## config.mk

```make
export PLATFORM = sky130hd
export DESIGN_NAME = ictl_bank
export DESIGN_NICKNAME = d
export VERILOG_FILES = /design/src/rtl/ictl_pkg.sv /design/src/rtl/ictl_pend.sv /design/src/rtl/ictl_arb.sv /design/src/rtl/ictl_bank.sv
export SDC_FILE = /design/constraint.sdc
export NUM_CORES = 1
export LEC_CHECK = 0
export BUFFER_PORTS_ARGS = -buffer_cell sky130_fd_sc_hd__buf_4
export CAP_MARGIN = 5
export CORE_MARGIN = 1.5
export CORE_UTILIZATION = 30
export CTS_CLUSTER_DIAMETER = 200
export DETAILED_ROUTE_END_ITERATION = 10
export PLACE_DENSITY_LB_ADDON = 0.05
export SLEW_MARGIN = 20
export SYNTH_ARGS = -nofsm -noshare
export SYNTH_HDL_FRONTEND = slang
export SYNTH_HIERARCHICAL = 1
export SYNTH_SLANG_ARGS = --single-unit
```

## constraint.sdc

```tcl
create_clock -name clk_i -period 116.7 [get_ports clk_i]
set_clock_uncertainty 0.15 [all_clocks]
set_input_delay 5.835 -clock clk_i [delete_from_list [all_inputs] [get_ports clk_i]]
set_output_delay 5.835 -clock clk_i [all_outputs]
set_load 0.005 [all_outputs]
```

## src/rtl/ictl_pkg.sv

```systemverilog
package ictl_pkg;
  parameter int unsigned PRIO_W = 5;

  // bit 0: fast route, bit 1: level sense, bits 6:2: priority
  typedef struct packed {
    logic [PRIO_W-1:0] prio;
    logic              lvl;
    logic              fiq;
  } src_cfg_t;

  parameter int unsigned CFG_W    = $bits(src_cfg_t);
  parameter int unsigned OFS_MASK = 'h00;
  parameter int unsigned OFS_PEND = 'h04;
  parameter int unsigned OFS_IWIN = 'h08;
  parameter int unsigned OFS_FWIN = 'h0C;
  parameter int unsigned OFS_CTRL = 'h10;
  parameter int unsigned OFS_GMSK = 'h14;
  parameter int unsigned OFS_CFG  = 'h40;
  parameter int unsigned VALID_BIT = 8;
endpackage

```

## src/rtl/ictl_pend.sv

```systemverilog
module ictl_pend #(
  parameter int unsigned NUM_SRC = 32
) (
  input  logic               clk_i,
  input  logic               rst_ni,
  input  logic [NUM_SRC-1:0] src_i,
  input  logic [NUM_SRC-1:0] lvl_i,
  input  logic [NUM_SRC-1:0] clr_i,
  output logic [NUM_SRC-1:0] pend_o
);
  logic [NUM_SRC-1:0] src_q, edge_q, rise;

  assign rise = src_i & ~src_q & ~lvl_i;

  for (genvar i = 0; i < NUM_SRC; i++) begin : g_src
    always_ff @(posedge clk_i or negedge rst_ni) begin
      if (!rst_ni) begin
        src_q[i]  <= 1'b0;
        edge_q[i] <= 1'b0;
      end else begin
        src_q[i]  <= src_i[i];
        edge_q[i] <= rise[i] | (edge_q[i] & ~clr_i[i]); // new edge beats clear
      end
    end
    assign pend_o[i] = lvl_i[i] ? src_i[i] : edge_q[i];
  end

  AST_EDGE_LATCH: assert property (@(posedge clk_i) disable iff (!rst_ni)
    1'b1 |=> ((edge_q & $past(rise)) == $past(rise)));
endmodule

```

## src/rtl/ictl_arb.sv

```systemverilog
module ictl_arb #(
  parameter int unsigned NUM_SRC = 32,
  parameter int unsigned PRIO_W  = 5,
  localparam int unsigned ID_W   = $clog2(NUM_SRC)
) (
  input  logic [NUM_SRC-1:0]             cand_i,
  input  logic [NUM_SRC-1:0][PRIO_W-1:0] prio_i,
  output logic                           valid_o,
  output logic [ID_W-1:0]                win_o
);
  logic [PRIO_W-1:0] best;

  // descending scan with <= leaves the lowest index on ties
  always_comb begin
    valid_o = 1'b0;
    win_o   = '0;
    best    = '1;
    for (int i = NUM_SRC - 1; i >= 0; i--) begin
      if (cand_i[i] && (!valid_o || prio_i[i] <= best)) begin
        valid_o = 1'b1;
        best    = prio_i[i];
        win_o   = ID_W'(i);
      end
    end
  end
endmodule

```

## src/rtl/ictl_bank.sv

```systemverilog
module ictl_bank
  import ictl_pkg::*;
#(
  parameter int unsigned NUM_SRC     = 32,
  parameter bit          FIRST_LEVEL = 1'b1,
  parameter int unsigned ADDR_W      = 8,
  parameter int unsigned DATA_W      = 32,
  localparam int unsigned ID_W       = $clog2(NUM_SRC)
) (
  input  logic               clk_i,
  input  logic               rst_ni,
  input  logic [NUM_SRC-1:0] src_i,
  input  logic               reg_we_i,
  input  logic               reg_re_i,
  input  logic [ADDR_W-1:0]  reg_addr_i,
  input  logic [DATA_W-1:0]  reg_wdata_i,
  output logic [DATA_W-1:0]  reg_rdata_o,
  output logic               irq_o,
  output logic               fiq_o,
  output logic [ID_W-1:0]    irq_id_o,
  output logic [ID_W-1:0]    fiq_id_o
);
  localparam int unsigned CFG_END = OFS_CFG + 4 * NUM_SRC;
  localparam logic [NUM_SRC-1:0] ONE = NUM_SRC'(1);

  logic [NUM_SRC-1:0] mask_q, pend, elig, lvl_vec, fiq_vec, clr;
  logic [NUM_SRC-1:0][PRIO_W-1:0] prio_vec;
  src_cfg_t [NUM_SRC-1:0] cfg_q;
  logic gmask_q, irq_valid_q, fiq_valid_q;
  logic [ID_W-1:0] irq_id_q, fiq_id_q, iarb_w, farb_w, cfg_idx;
  logic iarb_v, farb_v;
  logic [ADDR_W-1:0] cfg_off;
  logic wr_mask, wr_pend, wr_ctrl, wr_gmsk, cfg_hit, ack_irq, ack_fiq;
  logic [DATA_W-1:0] rd_val, rdata_q;

  // register decode
  assign wr_mask = reg_we_i && int'(reg_addr_i) == OFS_MASK;
  assign wr_pend = reg_we_i && int'(reg_addr_i) == OFS_PEND;
  assign wr_ctrl = reg_we_i && int'(reg_addr_i) == OFS_CTRL;
  assign wr_gmsk = reg_we_i && int'(reg_addr_i) == OFS_GMSK;
  assign cfg_hit = int'(reg_addr_i) >= OFS_CFG && int'(reg_addr_i) < CFG_END &&
                   reg_addr_i[1:0] == 2'b00;
  assign cfg_off = reg_addr_i - ADDR_W'(OFS_CFG);
  assign cfg_idx = cfg_off[ID_W+1:2];
  assign ack_irq = wr_ctrl && reg_wdata_i[0];
  assign ack_fiq = wr_ctrl && reg_wdata_i[1];

  always_ff @(posedge clk_i or negedge rst_ni) begin
    if (!rst_ni) begin
      mask_q  <= '1;
      gmask_q <= 1'b1;
    end else begin
      if (wr_mask) mask_q <= reg_wdata_i[NUM_SRC-1:0];
      if (wr_gmsk) gmask_q <= reg_wdata_i[0];
    end
  end

  for (genvar i = 0; i < NUM_SRC; i++) begin : g_cfg
    always_ff @(posedge clk_i or negedge rst_ni) begin
      if (!rst_ni) begin
        cfg_q[i] <= '0;
      end else if (reg_we_i && cfg_hit && cfg_idx == ID_W'(i)) begin
        cfg_q[i]     <= src_cfg_t'(reg_wdata_i[CFG_W-1:0]);
        cfg_q[i].fiq <= reg_wdata_i[0] & FIRST_LEVEL;
      end
    end
    assign lvl_vec[i]  = cfg_q[i].lvl;
    assign fiq_vec[i]  = cfg_q[i].fiq;
    assign prio_vec[i] = cfg_q[i].prio;
  end

  // request capture
  assign clr = (ack_irq && irq_valid_q ? ONE << irq_id_q : '0) |
               (ack_fiq && fiq_valid_q ? ONE << fiq_id_q : '0) |
               (wr_pend ? ~reg_wdata_i[NUM_SRC-1:0] : '0);

  ictl_pend #(.NUM_SRC(NUM_SRC)) u_pend (
    .clk_i  (clk_i),
    .rst_ni (rst_ni),
    .src_i  (src_i),
    .lvl_i  (lvl_vec),
    .clr_i  (clr),
    .pend_o (pend)
  );

  assign elig = pend & ~mask_q;

  ictl_arb #(.NUM_SRC(NUM_SRC), .PRIO_W(PRIO_W)) u_arb_irq (
    .cand_i  (elig & ~fiq_vec),
    .prio_i  (prio_vec),
    .valid_o (iarb_v),
    .win_o   (iarb_w)
  );

  ictl_arb #(.NUM_SRC(NUM_SRC), .PRIO_W(PRIO_W)) u_arb_fiq (
    .cand_i  (elig & fiq_vec),
    .prio_i  (prio_vec),
    .valid_o (farb_v),
    .win_o   (farb_w)
  );

  // winner hold
  always_ff @(posedge clk_i or negedge rst_ni) begin
    if (!rst_ni) begin
      irq_valid_q <= 1'b0;
      irq_id_q    <= '0;
      fiq_valid_q <= 1'b0;
      fiq_id_q    <= '0;
    end else begin
      if (ack_irq) begin
        irq_valid_q <= 1'b0;
        irq_id_q    <= '0;
      end else if (!irq_valid_q && iarb_v && !gmask_q) begin
        irq_valid_q <= 1'b1;
        irq_id_q    <= iarb_w;
      end
      if (ack_fiq) begin
        fiq_valid_q <= 1'b0;
        fiq_id_q    <= '0;
      end else if (!fiq_valid_q && farb_v && !gmask_q) begin
        fiq_valid_q <= 1'b1;
        fiq_id_q    <= farb_w;
      end
    end
  end

  assign irq_o    = irq_valid_q & ~gmask_q;
  assign fiq_o    = fiq_valid_q & ~gmask_q;
  assign irq_id_o = irq_id_q;
  assign fiq_id_o = fiq_id_q;

  // read port
  always_comb begin
    rd_val = '0;
    case (int'(reg_addr_i))
      OFS_MASK: rd_val = DATA_W'(mask_q);
      OFS_PEND: rd_val = DATA_W'(pend);
      OFS_IWIN: rd_val = DATA_W'({irq_valid_q, {(VALID_BIT - ID_W){1'b0}}, irq_id_q});
      OFS_FWIN: rd_val = DATA_W'({fiq_valid_q, {(VALID_BIT - ID_W){1'b0}}, fiq_id_q});
      OFS_GMSK: rd_val = DATA_W'(gmask_q);
      default:  if (cfg_hit) rd_val = DATA_W'(cfg_q[cfg_idx]);
    endcase
  end

  always_ff @(posedge clk_i or negedge rst_ni) begin
    if (!rst_ni) rdata_q <= '0;
    else         rdata_q <= reg_re_i ? rd_val : '0;
  end
  assign reg_rdata_o = rdata_q;

  AST_WIN_FROZEN: assert property (@(posedge clk_i) disable iff (!rst_ni)
    irq_valid_q && !ack_irq |=> irq_valid_q && $stable(irq_id_q));
  AST_NO_FIQ_CHAINED: assert property (@(posedge clk_i) disable iff (!rst_ni)
    !FIRST_LEVEL |-> !fiq_o);
  AST_CAPTURE_UNMASKED: assert property (@(posedge clk_i) disable iff (!rst_ni)
    $rose(irq_valid_q) |-> (($past(mask_q) >> irq_id_q) & ONE) == '0);
  AST_GMASK_HOLDS: assert property (@(posedge clk_i) disable iff (!rst_ni)
    $rose(irq_valid_q) || $rose(fiq_valid_q) |-> !$past(gmask_q));
  AST_RDATA_IDLE: assert property (@(posedge clk_i) disable iff (!rst_ni)
    !reg_re_i |=> reg_rdata_o == '0);
endmodule

```

# Yosys cells after proc, flatten, opt, wreduce, memory -nomap -nowiden
# Index checks and enable logic that the tools add are counted.
# word_totals
reg_bits,365
elab_cells,861
in_bits,76
out_inout_bits,44
# classes
add_sub_neg,1
bitwise_logic,111
magnitude_cmp,65
reduce_logical,241
shift,2
muxes,238
n_eq_ne,36
# ops
operator,count
5-bit two-way mux,130
5-bit less-or-equal comparator,62
32-bit bitwise AND,5
32-bit inverter,5
32-bit one-hot mux with 5 select lines,1
32-bit two-way mux,4
1-bit logical AND,109
1-bit two-way mux,100
"5-bit equality test, second input constant",16
1-bit logical NOT,65
32-bit OR,2
"1-bit by 5-bit left shift with 32-bit output, first input constant",2
1-bit logical OR,62
"5-bit by 4-bit equality test with 1-bit output, second input constant",8
7-bit binary-select mux with 5-bit select,1
1-bit bitwise AND,34
1-bit inverter,33
1-bit OR,32
"5-bit by 3-bit equality test with 1-bit output, second input constant",4
"8-bit by 4-bit equality test with 1-bit output, second input constant",2
"8-bit by 5-bit equality test with 1-bit output, second input constant",2
7-bit two-way mux,2
"5-bit by 2-bit equality test with 1-bit output, second input constant",2
"8-bit by 3-bit equality test with 1-bit output, second input constant",1
other kinds (9),10

# Longest topological paths before layout
# Gate-level depths: netlist of run 1.
# depth
depth_word,132
ltp_mapped,293
ltp_nobuf,281

# Cells and area by module
# The synthesis of run 1 kept the hierarchy.
# modules_own_cells
module,instances,area_per_inst_um2,cells_per_inst,seq_area_each_um2
ictl_bank,1,15068.2,1120,7573.5
ictl_arb at u_arb_fiq,1,9039.9,1315,0.0
ictl_arb at u_arb_irq,1,8593.2,1294,0.0
ictl_pend,1,2642.5,224,1601.5

# Worst setup path after synthesis of run 1
# OpenSTA, ideal clock, no wires.
# synth_path
path_type,input to register
from,in src_i[31]
to,"reg fiq_id_q[4], in the netlist fiq_id_o[4]"
required_ns,116.477
t_arrival_ns,57.590
path_slack_ns,58.887
n_path_buf,14
setup_time_ns,0.073
path_stages,281
cell_sequence,nand2_1 o21ai_0 and3b_1 inv_1 nor2_1 ha_1 nand3_1 and4b_2 a221oi_4 nor2_1 a21oi_1 inv_1 ha_1 and4_1 a221oi_1 a32oi_1 a21o_1 mux2i_1 (+245 left out) a31oi_1 nand2_1 nand2_1 buf_2 mux2_2 ha_1 nor2b_1 o21a_1 o21ai_0 nand2b_1 a21oi_1 a31oi_1 o21ai_0 nand2_1 nand4_1 nor4b_2 mux2i_1 nor2_1
# synth_between
word_cells_on_any_way,227
classes_between,order compare: 31; mux: 98; bitwise: 2; reduce/logical: 96
# synth_lines
element,line,rtl
from (decl),ictl_bank.sv:12,"input logic [NUM_SRC-1:0] src_i,"
1-bit two-way mux (*),ictl_pend.sv:25,assign pend_o[i] = lvl_i[i] ? src_i[i] : edge_q[i];
named net pend[31],ictl_bank.sv:26,"logic [NUM_SRC-1:0] mask_q, pend, elig, lvl_vec, fiq_vec, clr;"
32-bit bitwise AND (*),ictl_bank.sv:86,assign elig = pend & ~mask_q;
32-bit bitwise AND (*),ictl_bank.sv:96,".cand_i (elig & fiq_vec),"
5-bit two-way mux / 1-bit two-way mux (equally long branches),ictl_arb.sv:19,if (cand_i[i] && (!valid_o || prio_i[i] <= best)) begin
5-bit less-or-equal comparator / 1-bit logical NOT (equally long branches),ictl_arb.sv:19,
1-bit logical OR,ictl_arb.sv:19,
1-bit logical AND,ictl_arb.sv:19,
(+116 left out),-,
5-bit two-way mux / 1-bit two-way mux (equally long branches),ictl_arb.sv:19,
5-bit less-or-equal comparator / 1-bit logical NOT (equally long branches),ictl_arb.sv:19,
1-bit logical OR,ictl_arb.sv:19,
1-bit logical AND,ictl_arb.sv:19,
5-bit two-way mux (*),ictl_arb.sv:19,
named net farb_w[4],ictl_bank.sv:30,"logic [ID_W-1:0] irq_id_q, fiq_id_q, iarb_w, farb_w, cfg_idx;"
5-bit two-way mux (*),ictl_bank.sv:120,end else if (!fiq_valid_q && farb_v && !gmask_q) begin
5-bit two-way mux (*),ictl_bank.sv:117,if (ack_fiq) begin
to (signal assigned),ictl_bank.sv:122,fiq_id_q <= farb_w;
to (decl),ictl_bank.sv:30,
# The timed path passes the listed nets; every way through them passes the cells marked *. The select of a mux whose other input is x is not followed.
# A chain may end at the register's enable or synchronous reset.

# Worst setup path in the final report of run 1
# Ends and elaborated chain as after synthesis.

==> flow_summary_export.csv, run 1 <==
group,metric,value,unit
worst_setup_path,endpoint_kind,"flip-flop",
routing,via_count,32480,
sta,fmax,14.33,MHz
hold_path,hp-start,"u_pend/src_q[13]",
sta,min_period,69.78,ns
clock_network,htreeDepth,2,
clock_network,worstSkewPairLatency,0.65,ns
routing,drt_iter0_drc,2405,
die,start_util,30.33,%
hold_path,whs_path_depth,1,
sta,slew_violations,0,
synthesis,synthesis.instances,3953,
clock_network,cts_tree,"yes",
worst_setup_path,slowest_delay,0.84,ns
die,rows,125,
worst_setup_path,rr_endpoint,"fiq_id_o[4]",
synthesis,ys_seq_elements,365,
worst_setup_path,regToRegSetupSlack,51.63,ns
hold_path,hold_end,"u_pend/edge_q[13]",
clock_network,root_buffer,"clkbuf_16",
clock_network,cts_buffers,51,
synthesis,seq_area_frac_synth,25.96,%
worst_setup_path,crit_top_cell,"ha_1",
final_layout,final_nets,4358,
clock_network,cts.sinks,365,
synthesis,synth_top_cell_by_area,"dfrtp_1",
synthesis,ys.warnings.count,6,
synthesis,ys_async_sr_fraction,100.0,%
final_layout,layout_commonest_cell,"dfrtp_1",
sta,finalSetupTns,0,ns
global_route,grt_usage,24.90,%
die,fp.dieW,346.2,um
status,status,"finished, final reports clean",
synthesis,synth.top_cell.area_share,23.51,%
job,maxCapViolCount,0,
global_route,antenna_found_initial,4,
worst_setup_path,crit_slowest_cell,"o2bb2ai_1",
global_route,grt_max_degree,96,
synthesis,synth-edff-count,0,
synthesis,syn_nets,4282,
die,die_h,346.2,um
sta,rsz0062_at_grt,"no",
hold_path,hp-class,"flip-flop to flip-flop",
clock_network,cts_setup_buffers,0,
routing,drt.antenna.violating_nets,0,
place,port_buffers,119,
final_layout,synthToLayoutAreaGrowth,12.02,%
sta,holdWs,0.2956,ns
clock_network,cts_resized,0,
global_route,grt_pass1_vias,31270,
clock_network,clkSlewWorstSetupHoldPaths,0.06,ns
synthesis,syn_avg_cell_area,8.941,um2
worst_setup_path,critPathRequiredTime,117.13,ns
sta,hold_viol,0,
clock_network,clockBufferDepth,3,
routing,wl_per_cell,27.31,um
worst_setup_path,path_class,"input pin to flip-flop",
routing,route.detailed.drc,0,
worst_setup_path,rr_worst_depth,266,
clock_network,hold_buffers,0,
routing,firstDrtPassIters,5,
routing,vias_per_cell,5.803,
synthesis,ys.flop_type,"dfrtp_1",
final_layout,drive_gt1_share,20.54,%
global_route,overflow,0,
sta,setup_viol,0,
synthesis,synth.area.top_cells,"dfrtp_1 24%, mux2_2 9.5%, ha_1 9.0%",
die,dieArea,119900,um2
worst_setup_path,crit_path_start_kind,"input pin",
place,detailed_place_hpwl,119800,um
place,routabilityCongestion,0.8876,
global_route,grt_pass1_wl,222100,um
worst_setup_path,cp_max_fo,19,
die,ios,120,
die,core,116500,um2
sta,worst_slew_pin_slew,1.317,ns
synthesis,synth_area,35340,um2
sta,relSlewSlack,11.08,%
worst_setup_path,regToRegStartpoint,"cfg_q[218]",
worst_setup_path,cp.arrival,70.21,ns
sta,timing.final.crit_share,59.80,%
synthesis,yosysUniqueCellTypes,145,
routing,drt_wl_total,152800,um
final_layout,layout_common_cells,"332 x dfrtp_1, 311 x inv_1, 299 x mux2_2",
[state kept, by name (all words and copies together) (netlist names), 5 cells and up]
name and count:
fiq_id_o 5, mask_q 32, cfg_q 224, irq_id_o 5, reg_rdata_o 32, u_pend/src_q 32, u_pend/edge_q 32
[how the worst max path moves through the flow]
stage / slack (ns) / endpoint / cells after the start / startpoint
2_1_floorplan: 58.89 / fiq_id_o[4] / 281 / src_i[31]
6_report: 46.92 / fiq_id_o[4] / 268 / src_i[31]
3_3_place_gp: 45.91 / fiq_id_o[4] / 268 / src_i[31]
5_1_grt: 41.87 / fiq_id_o[3] / 273 / src_i[31]
4_1_cts: 47.42 / fiq_id_o[4] / 268 / src_i[31]
3_5_place_dp: 46.99 / fiq_id_o[4] / 268 / src_i[31]
[synthesized netlist by cell type, drive strengths merged (20+ instances only)]
| cell type | number |
|---|---|
| a22oi | 36 |
| or2 | 27 |
| nor2b | 57 |
| nor3 | 79 |
| o211a | 24 |
| nand2 | 291 |
| nor2 | 240 |
| nand4 | 26 |
| o32ai | 43 |
| a31o | 20 |
| nor3b | 52 |
| and3b | 36 |
| mux4 | 42 |
| a221oi | 39 |
| o221ai | 48 |
| and2 | 50 |
| nor4 | 22 |
| o21a | 45 |
| dfrtp | 332 |
| mux2 | 301 |
| a211oi | 44 |
| or3 | 29 |
| buf | 50 |
| inv | 312 |
| nand2b | 52 |
| ha | 253 |
| a31oi | 56 |
| o211ai | 45 |
| mux2i | 79 |
| o31ai | 34 |
| clkbuf | 91 |
| dfstp | 33 |
| a21oi | 180 |
| o21ai | 239 |
| and3 | 91 |
| a21o | 108 |
| nand3 | 137 |
| a21boi | 26 |
[metal layers]
layer	global-route usage (%)	routed length (um)	vias up
met1	35.37	73470	16410
li1	-	-	15180
met3	1.987	5291	124
met2	40.78	70610	759
met5	0	0	-
met4	5.763	3457	0
[critical path: cells and delay by family]
kind                     cells  cell delay, ns
AND/OR/NAND/NOR             95           17.64
adder cells (fa/ha/maj)     31            9.42
multiplexers                 8            2.25
buffers and inverters       14            1.54
AO/OA/AOI/OAI              120           33.31
[cell type report]
type                            instances  area, um2
Sequential cell                       365       9175
Multi-Input combinational cell       3133      24300
Fill cell                           12120      76930
Timing Repair Buffer                  166       1257
Antenna cell                            2      5.005
Clock buffer                           70       1439
Tap cell                             1524       1907
Clock inverter                         25      336.6
Inverter                              312       1171
[cells by family after synthesis]
group | count (synthesis) | share of synthesized area (%)
AO/OA/AOI/OAI | 1176 | 25.04
XOR/XNOR | 10 | 0.2478
adder cells (fa/ha/maj) | 261 | 9.183
buffers and inverters | 455 | 5.409
flip-flops | 365 | 25.96
multiplexers | 422 | 14.51
AND/OR/NAND/NOR | 1264 | 19.65
[stage by stage]
| stage | utilization, % | area [um2] | cells | setup slack [ns] |
|---|---|---|---|---|
| 2_1_floorplan | - | 35340 | 3953 | 58.89 |
| 3_3_place_gp | 32.43 | 37790 | 5500 | 45.91 |
| 3_5_place_dp | 32.45 | 37810 | 5500 | 46.99 |
| 4_1_cts | 33.97 | 39580 | 5595 | 47.42 |
| 5_1_grt | 33.98 | 39590 | 5596 | 41.87 |
| 6_report | 33.98 | 39590 | 5597 | 46.92 |
Power of run 1 is not shown: default switching activity piles up to over one toggle a cycle in this logic, so the estimate is an artifact.
==> run 2, diff against run 1 <==
- clock period: 116.7 -> 58.9 ns (I/O delays scaled with it)
==> run 2 against run 1 <==
Effect of this change:
- count of clock-buffer cells in the layout increased by 5
- sequential share of layout area is 1.2 points lower
- sequential cell count stayed put
- register-to-register slack lost 46 ns
- largest cell class unchanged
- worst hold slack better by 0.0094 ns
- global-route usage shrank 0.27 points
- die area is the same
- critical path type unchanged
- non-clock buffer count rose by 138
- worst setup slack worse by 43 ns
- routed wire length fell by 0.14%
- design area is 5.6% higher
==> flow_summary_export.csv, run 2 (synthesized netlist as in run 1, its figures left out) <==
group,metric,value,unit
worst_setup_path,cp.arrival,55.88,ns
sta,worst_slew_pin_slew,1.124,ns
final_layout,final_nets,4500,
sta,timing.final.crit_share,94.16,%
clock_network,clkSlewWorstSetupHoldPaths,0.06,ns
global_route,grt_pass1_wl,221700,um
final_layout,final_core_util,35.89,%
global_route,grtUsageMet2,41.38,%
sta,fmax,18.03,MHz
status,status,"finished, final reports clean",
global_route,grt_pass1_vias,31840,
worst_setup_path,critPathBufInv,24,
place,routabilityCongestion,0.9162,
hold_path,hp-class,"flip-flop to flip-flop",
global_route,busiest_layer,"met2",
global_route,grt_max_degree,84,
worst_setup_path,regToRegStartpoint,"cfg_q[218]",
worst_setup_path,critPathRequiredTime,59.32,ns
die,dieArea,119900,um2
die,rows,125,
global_route,grt_use_met3,1.907,%
final_layout,drive_gt1_share,27.43,%
clock_network,root_buffer,"clkbuf_16",
die,ios,120,
worst_setup_path,crit_start,"src_i[31]",
global_route,use_met1,34.14,%
sta,rsz0062_at_grt,"yes",
routing,firstDrtPassIters,8,
routing,drt.antenna.violating_nets,0,
routing,drt_iter0_drc,2531,
worst_setup_path,crit_top_cell,"ha_1",
place,detailed_place_hpwl,119100,um
routing,via_count,33250,
clock_network,hold_buffers,0,
hold_path,hp-start,"u_pend/src_q[26]",
final_layout,layout_commonest_cell,"dfrtp_1",
clock_network,clockBufferDepth,3,
worst_setup_path,crit_slowest_cell,"o41a_1",
routing,drt_wl_total,152600,um
worst_setup_path,cp_max_fo,15,
final_layout,largest_register_ff_count,224,
die,die_h,346.2,um
final_layout,fill_cells,12050,
sta,min_period,55.46,ns
final_layout,layout_common_cells,"332 x dfrtp_1, 310 x inv_1, 300 x buf_4",
die,core,116500,um2
sta,slew_violations,0,
clock_network,cts_buffers,52,
final_layout,regMostFlops,"cfg_q",
worst_setup_path,timing.critical_path.max_delay_family,"compound AO/OA/AOI/OAI gates",
clock_network,cts.sinks,365,
worst_setup_path,slowest_delay,0.52,ns
place,port_buffers,119,
die,fp.dieW,346.2,um
worst_setup_path,endpoint_kind,"flip-flop",
global_route,grt_usage,24.62,%
routing,vias_per_cell,5.790,
worst_setup_path,crit_path_start_kind,"input pin",
final_layout,multiInputGateArea,25410,um2
clock_network,cts_tree,"yes",
sta,setup_viol,0,
final_layout,synthToLayoutAreaGrowth,18.32,%
clock_network,htreeDepth,2,
routing,route.detailed.drc,0,
global_route,overflow,0,
sta,hold_viol,0,
sta,relSlewSlack,24.13,%
job,maxCapViolCount,0,
die,start_util,30.33,%
final_layout,regArea,9175,um2
routing,wl_per_cell,26.57,um
worst_setup_path,path_class,"input pin to flip-flop",
global_route,antenna_found_initial,6,
clock_network,worstSkewPairLatency,0.64,ns
==> run 2: changes by cell type in the layout (fill, tap and decap cells not counted), moves of 17 or more <==
cell      previous run  this run
mux2i_1             79        54
a21oi_2              2        19
a21oi_1            177       158
a221oi_1            37        20
mux2i_2              0        20
buf_4              164       300
o21ai_0            211       190
==> run 2: per-layer routing <==
layer	share of wire, %	wire length, um
met1	47	71440
met4	2.3	3469
met5	0.0046	7
met2	47	72200
met3	3.6	5490
==> run 2: repair_timing <==
item	CTS	global route
cloned	0	4
endpoints found under the setup margin	5	10
gates resized for setup	6	249
pin swaps	0	35
buffers inserted	0	57
==> run 2: area by class of cell <==
cell class,count,share of cell area (%)
Multi-Input combinational cell,3136,60.77
Sequential cell,365,21.94
Timing Repair Buffer,304,5.523
Tap cell,1524,4.560
Clock buffer,75,3.629
Inverter,312,2.801
Clock inverter,22,0.7480
Antenna cell,5,0.02992
==> run 2: worst register-to-register path, delay by kind of cell (launching register included) <==
kind            cells  cell delay (ns)
fa+ha+maj          31             8.96
compound gates    119            21.98
simple gates       98            16.65
flops               1             0.42
buf+inv            23             3.09
mux                 9             2.30
==> run 2: metrics by stage <==
step | TNS, ns | cells | setup slack, ns | area [um2] | hold WS, ns
3_3_place_gp | -2.317 | 5580 | -0.5264 | 38390 | 0.2955
4_1_cts | 0 | 5677 | 0.01586 | 40250 | 0.3038
6_report | 0 | 5743 | 3.442 | 41820 | 0.3050
5_1_grt | -0.8972 | 5738 | -0.2112 | 41810 | 0.3055
2_1_floorplan | 0 | 3953 | 3.977 | 35340 | 0.2790
3_5_place_dp | -5.186 | 5580 | -1.122 | 38390 | 0.3013
==> run 2: final timing paths <==
check,end,slack [ns],cells after the start
max in group asynchronous,reg_rdata_o[14],53.54,4
hold / removal,u_pend/edge_q[26],0.30,1
hold reg to reg,u_pend/edge_q[26],0.30,1
setup / recovery,fiq_id_o[4],3.44,282
min in group asynchronous,cfg_q[17],2.12,1
setup reg to reg,fiq_id_o[4],5.29,280
Power of run 2 is left out for the same reason.
